File: src/rtl/uirq_pkg.sv
package uirq_pkg;
    localparam int EVT_N  = 8;
    localparam int DATA_W = 8;
    localparam int ADDR_W = 3;
    localparam int LVL_W  = 3;

    typedef enum logic [ADDR_W-1:0] {
        ADR_STATUS = 3'd0,
        ADR_MASK   = 3'd1,
        ADR_VECTOR = 3'd2,
        ADR_RXDATA = 3'd3
    } reg_addr_e;

    typedef struct packed {
        logic              rd;
        logic              wr;
        logic [ADDR_W-1:0] addr;
        logic [DATA_W-1:0] wdata;
    } bus_req_t;

    function automatic logic addr_is(input logic [ADDR_W-1:0] a, input reg_addr_e r);
        return a == r;
    endfunction
endpackage

File: src/rtl/uirq_cfg_regs.sv
module uirq_cfg_regs
    import uirq_pkg::*;
#(
    parameter logic [DATA_W-1:0] VEC_RESET = 8'h0F
) (
    input  logic              clk,
    input  logic              rst,
    input  logic              mask_we,
    input  logic              vec_we,
    input  logic [DATA_W-1:0] wdata,
    output logic [DATA_W-1:0] mask_q,
    output logic [DATA_W-1:0] vec_q
);
    always_ff @(posedge clk) begin
        if (rst) begin
            mask_q <= '0;
            vec_q  <= VEC_RESET;
        end else begin
            if (mask_we) mask_q <= wdata;
            if (vec_we)  vec_q  <= wdata;
        end
    end

    assert_reset_cfg_R1: assert property (@(posedge clk)
        rst |=> (mask_q == '0 && vec_q == VEC_RESET));

    assert_mask_hold_R9: assert property (@(posedge clk) disable iff (rst)
        !mask_we |=> $stable(mask_q));
endmodule

File: src/rtl/uirq_cause_bank.sv
module uirq_cause_bank
    import uirq_pkg::*;
#(
    parameter logic [EVT_N-1:0] LEVEL_BITS = 8'h04,
    parameter int               RX_BIT     = 5
) (
    input  logic             clk,
    input  logic             rst,
    input  logic [EVT_N-1:0] evt_pulse,
    input  logic [EVT_N-1:0] evt_level,
    input  logic             clr_we,
    input  logic [EVT_N-1:0] clr_bits,
    input  logic             rx_read,
    output logic [EVT_N-1:0] status_q
);
    for (genvar i = 0; i < EVT_N; i++) begin : g_cause
        if (LEVEL_BITS[i]) begin : g_level
            always_ff @(posedge clk) begin
                if (rst) status_q[i] <= 1'b0;
                else     status_q[i] <= evt_level[i];
            end
            assert_level_follow_R5: assert property (@(posedge clk) disable iff (rst)
                1'b1 |=> status_q[i] == $past(evt_level[i]));
        end else if (i == RX_BIT) begin : g_rx
            always_ff @(posedge clk) begin
                if (rst)               status_q[i] <= 1'b0;
                else if (evt_pulse[i]) status_q[i] <= 1'b1;
                else if (rx_read)      status_q[i] <= 1'b0;
            end
            assert_rx_clear_R4: assert property (@(posedge clk) disable iff (rst)
                (rx_read && !evt_pulse[i]) |=> !status_q[i]);
            assert_rx_w1c_ignored_R6: assert property (@(posedge clk) disable iff (rst)
                (!rx_read && !evt_pulse[i]) |=> $stable(status_q[i]));
        end else begin : g_pulse
            always_ff @(posedge clk) begin
                if (rst)                          status_q[i] <= 1'b0;
                else if (evt_pulse[i])            status_q[i] <= 1'b1;
                else if (clr_we && clr_bits[i])   status_q[i] <= 1'b0;
            end
            assert_pulse_set_R2: assert property (@(posedge clk) disable iff (rst)
                evt_pulse[i] |=> status_q[i]);
            assert_w1c_clear_R6: assert property (@(posedge clk) disable iff (rst)
                (clr_we && clr_bits[i] && !evt_pulse[i]) |=> !status_q[i]);
        end
    end
endmodule

File: src/rtl/uirq_vec_drive.sv
module uirq_vec_drive
    import uirq_pkg::*;
#(
    parameter logic [LVL_W-1:0] IRQ_LEVEL = 3'd4
) (
    input  logic              clk,
    input  logic              rst,
    input  logic              ack_valid,
    input  logic [LVL_W-1:0]  ack_level,
    input  logic [DATA_W-1:0] vec_q,
    output logic              vec_en,
    output logic [DATA_W-1:0] vec_data
);
    logic hit;

    always_comb begin
        hit      = ack_valid && (ack_level == IRQ_LEVEL);
        vec_en   = hit;
        vec_data = hit ? vec_q : '0;
    end

    assert_vec_quiet_R7: assert property (@(posedge clk) disable iff (rst)
        !ack_valid |-> (!vec_en && vec_data == '0));
endmodule

File: src/rtl/uart_irq_unit.sv
module uart_irq_unit
    import uirq_pkg::*;
#(
    parameter logic [DATA_W-1:0] VEC_RESET  = 8'h0F,
    parameter logic [LVL_W-1:0]  IRQ_LEVEL  = 3'd4,
    parameter logic [EVT_N-1:0]  LEVEL_BITS = 8'h04,
    parameter int                RX_BIT     = 5
) (
    input  logic              clk,
    input  logic              rst,
    input  logic              bus_sel,
    input  logic              bus_wr,
    input  logic [ADDR_W-1:0] bus_addr,
    input  logic [DATA_W-1:0] bus_wdata,
    output logic [DATA_W-1:0] bus_rdata,
    input  logic [EVT_N-1:0]  evt_pulse,
    input  logic [EVT_N-1:0]  evt_level,
    input  logic [DATA_W-1:0] rx_byte,
    input  logic              ack_valid,
    input  logic [LVL_W-1:0]  ack_level,
    output logic              irq_req,
    output logic [LVL_W-1:0]  irq_level,
    output logic              vec_en,
    output logic [DATA_W-1:0] vec_data
);
    bus_req_t          req;
    logic [DATA_W-1:0] mask_q, vec_q;
    logic [EVT_N-1:0]  status_q;
    logic              mask_we, vec_we, clr_we, rx_read;

    always_comb begin
        req.rd    = bus_sel && !bus_wr;
        req.wr    = bus_sel && bus_wr;
        req.addr  = bus_addr;
        req.wdata = bus_wdata;
        mask_we   = req.wr && addr_is(req.addr, ADR_MASK);
        vec_we    = req.wr && addr_is(req.addr, ADR_VECTOR);
        clr_we    = req.wr && addr_is(req.addr, ADR_STATUS);
        rx_read   = req.rd && addr_is(req.addr, ADR_RXDATA);
    end

    uirq_cfg_regs #(.VEC_RESET(VEC_RESET)) u_cfg (
        .clk(clk), .rst(rst), .mask_we(mask_we), .vec_we(vec_we),
        .wdata(req.wdata), .mask_q(mask_q), .vec_q(vec_q)
    );

    uirq_cause_bank #(.LEVEL_BITS(LEVEL_BITS), .RX_BIT(RX_BIT)) u_cause (
        .clk(clk), .rst(rst), .evt_pulse(evt_pulse), .evt_level(evt_level),
        .clr_we(clr_we), .clr_bits(req.wdata), .rx_read(rx_read),
        .status_q(status_q)
    );

    uirq_vec_drive #(.IRQ_LEVEL(IRQ_LEVEL)) u_vec (
        .clk(clk), .rst(rst), .ack_valid(ack_valid), .ack_level(ack_level),
        .vec_q(vec_q), .vec_en(vec_en), .vec_data(vec_data)
    );

    always_comb begin
        bus_rdata = '0;
        if (req.rd) begin
            case (req.addr)
                ADR_STATUS: bus_rdata = status_q;
                ADR_MASK:   bus_rdata = mask_q;
                ADR_VECTOR: bus_rdata = vec_q;
                ADR_RXDATA: bus_rdata = rx_byte;
                default:    bus_rdata = '0;
            endcase
        end
        irq_req   = |(status_q & mask_q);
        irq_level = irq_req ? IRQ_LEVEL : '0;
    end

    assert_masked_quiet_R3: assert property (@(posedge clk) disable iff (rst)
        (mask_q == '0) |-> !irq_req);

    assert_reset_idle_R1: assert property (@(posedge clk)
        rst |=> (!irq_req && irq_level == '0));
endmodule

File: config.mk
export PLATFORM = sky130hd
export DESIGN_NAME = uart_irq_unit
export DESIGN_NICKNAME = d
export VERILOG_FILES = /design/src/rtl/uirq_pkg.sv /design/src/rtl/uirq_cfg_regs.sv /design/src/rtl/uirq_cause_bank.sv /design/src/rtl/uirq_vec_drive.sv /design/src/rtl/uart_irq_unit.sv
export SDC_FILE = /design/constraint.sdc
export NUM_CORES = 1
export LEC_CHECK = 0
export BUFFER_PORTS_ARGS = -buffer_cell sky130_fd_sc_hd__buf_2
export CAP_MARGIN = 10
export CORE_MARGIN = 4
export CORE_UTILIZATION = 48
export DETAILED_ROUTE_END_ITERATION = 7
export PLACE_DENSITY = 0.83
export SLEW_MARGIN = 0
export SYNTH_ARGS = -nofsm -noshare
export SYNTH_HDL_FRONTEND = slang
export SYNTH_HIERARCHICAL = 1
export SYNTH_SLANG_ARGS = --single-unit
export TNS_END_PERCENT = 100
File: constraint.sdc
create_clock -name clk -period 2.75 [get_ports clk]
set_clock_uncertainty 0.05 [all_clocks]
set_input_delay 0.1375 -clock clk [delete_from_list [all_inputs] [get_ports clk]]
set_output_delay 0.1375 -clock clk [all_outputs]
set_load 0.02 [all_outputs]
==> summary.txt <==
Yosys
  – Yosys warnings: 6
  – Yosys reg bits: 24
  – Synth top area share: 37.2%
  – Synth area leaders: dfxtp_1, mux2i_1, nor2_1
  – Cells after Synth: 138
  – Area of the mapped netlist: 1290 um^2
  – Post-Syn Area per Cell: 9.37 um^2
  – Seq/Total Area, Yosys: 37.2%
  – Cell taking the most area after synthesis: dfxtp_1
  – Distinct cell type count after synthesis: 27

Timing
  – Crit share post-route: 56.8%
  – Final number of setup-violating endpoints: 0
  – Least-Margin Pin Slew: 0.855 ns
  – Worst slew margin: 42.5%
  – Final Hold Vio Count: 0
  – Fin. max-slew vios: 0
  – RSZ-0062 raised after global routing: false
  – Hold WS: 0.0104 ns
  – Max Freq: 0.641 GHz
  – Tmin final: 1.56 ns
  – Setup TNS: 0 ns

Global route
  – Maximum number of pins on one net before global-route repair: 25
  – All-Layer GR Usage: 19.4%
  – Initial antenna violation count: 0
  – First-pass GRT wire length: 5.31 mm
  – Grt total ovfl: 0
  – Vias in the first global route: 1240

Worst setup path
  – Worst reg2reg path depth: 2
  – CP Launch Type: primary input
  – Worst R2R Start: u_cfg/vec_q[0]$_SDFFE_PP1P_
  – Worst EP required: 2.56 ns
  – Critical path class: primary input to output port
  – Crit end category: output port
  – Crit-path slowest cell: or4bb_1
  – Critical path peak fanout: 9
  – Largest stage delay, worst path: 0.69 ns
  – CP cell instances: buf_2 -> or4bb_1 -> o22ai_1 -> buf_2
  – Crit path from: bus_addr[2]
  – Worst path arrival time: 1.37 ns
  – Most numerous cell on the critical path: buf_2

Floorplanning
  – Die W: 59.9 um
  – Core area: 2520 um^2
  – I/O pins: 64
  – Initial Util: 51.2%
  – Die Height: 59.9 um
  – FP Rows: 18
  – Die area: 3590 um^2

Cells and area
  – Inserted Diodes: 0
  – Utilization after layout: 65.3%
  – Non-filler cells, final: 223
  – Layout cell share with drive strength beyond 1: 34.7%
  – Nets: 237
  – Area Overhead vs Synth: 27.5%

Power
  – Power Density: 406 nW/um^2
  – VDD IR-drop max: 285 uV
  – Pleak: 0.784 nW

Clocking
  – Clk_lat worst skew: 0.32 ns
  – Num CTS Buffers: 3
  – Clock transition at path regs: 0.14 ns
  – Clk buf depth: 2
  – H-tree lvl count: 1
  – Root Driver: clkbuf_4
  – CTS tree: done
  – CTS sink cnt: 24

Routing
  – Starting DRT DRC Count: 45
  – Post-Route WL: 3.26 mm
  – Via count: 1199
  – Final antenna-violating net count: 0
  – WL/cell: 14.6 um
  – DR vias/cell: 5.38
  – DRC Markers: 0
  – Drt first pass iters: 4

Worst hold path
  – HP Start: bus_wdata[1]
  – Worst hold stages: 2
  – HP Class: primary input to register

Placement
  – Number of port buffers: 53
  – DP Wirelength: 2.38 mm
  – Final Wtd Congestion: 0.824
  – Placed insts: 211

Job
  – Max_cap viols: 0

Status
  – Outcome: finished, final reports clean
report_power, final:
| group | switching [W] | internal (W) |
|---|---|---|
| logic | 0.0000575 | 0.0000551 |
| clock network | 0.000107 | 0.0000809 |
| registers | 0.00000909 | 0.000360 |
| total | 0.000173 | 0.000496 |
layout by cell type, fill, tap and decap left out, drive strengths merged, types with 2 or more instances in the layout:
| cell type | n |
|---|---|
| nor3 | 2 |
| a22oi | 4 |
| clkbuf | 4 |
| a211o | 4 |
| and2 | 8 |
| nor2b | 4 |
| buf | 55 |
| inv | 8 |
| conb | 2 |
| dlygate4sd3 | 8 |
| dfxtp | 24 |
| mux2i | 28 |
| nor2 | 19 |
| a311oi | 6 |
| o22ai | 8 |
layer usage:
metal | track usage (%) | wire [um] | vias up
li1 | - | - | 593
met1 | 23.8 | 1410 | 560
met2 | 33.5 | 1570 | 40
met3 | 3.24 | 219 | 6
met4 | 7.59 | 56 | 0
met5 | 0 | 0 | -
what timing repair did:
action	in CTS	in global routing
hold buffers	8	0
endpoints found under the hold margin	8	0
resized for setup	0	0
setup buffers	0	0
cells by family after synthesis:
family	share of synthesized area (%)
AND/OR/NAND/NOR	18.2
multiplexers	21.7
flip-flops	37.2
other	0.290
buffers and inverters	9.10
AO/OA/AOI/OAI	13.6
Yosys cell counts:
cell      instances
or4bb_1           1
a21oi_1           1
and4bb_2          1
inv_1             8
buf_4             4
dfxtp_1          24
a211o_1           2
and2_1            8
buf_2             5
nor2b_1           2
mux2i_1          28
nand2b_1          1
or4b_4            1
a211o_2           2
o22ai_1           8
nand3b_1          1
a311oi_1          6
clkbuf_2          2
nor2_1           19
nor3_1            2
nor3b_1           1
buf_6             2
nand4_1           1
conb_1            1
and2b_2           1
nor2b_2           2
a22oi_1           4
cell type report:
| type | count | area, um^2 |
|---|---|---|
| well taps | 30 | 37.5 |
| repair buffers | 63 | 360 |
| flip-flops and latches | 24 | 480 |
| fillers | 222 | 875 |
| multi-input cells | 94 | 703 |
| inverters | 8 | 30.0 |
| clock buffers | 4 | 36.3 |
registers in the layout, indices dropped and copies added, names as in the netlist:
signal            flops
u_cause/status_q      8
u_cfg/mask_q          8
u_cfg/vec_q           8
final timing paths:
check	to	slack (ns)
setup / recovery	bus_rdata[1]	1.19
hold / removal	u_cause/status_q[1]$_SDFFE_PP0P_	0.01
setup reg to reg	u_cfg/vec_q[0]$_SDFFE_PP1P_	1.87
hold reg to reg	u_cause/status_q[5]$_SDFFE_PP0P_	0.48
critical path: cells and delay by family:
| family | cells | cell delay [ns] |
|---|---|---|
| simple gates | 1 | 0.69 |
| buf+inv | 2 | 0.30 |
| compound gates | 1 | 0.24 |
metrics by stage:
step | setup WS [ns] | cell area (um^2) | power (W)
after floorplan | 1.25 | 1300 | 0.000440
after global placement | 1.16 | 1530 | 0.000475
after detailed placement | 1.14 | 1530 | 0.000480
after CTS | 1.18 | 1650 | 0.000671
after global routing | 1.10 | 1650 | 0.000696
final | 1.19 | 1650 | 0.000669
Power figures use the tool's default switching activity.
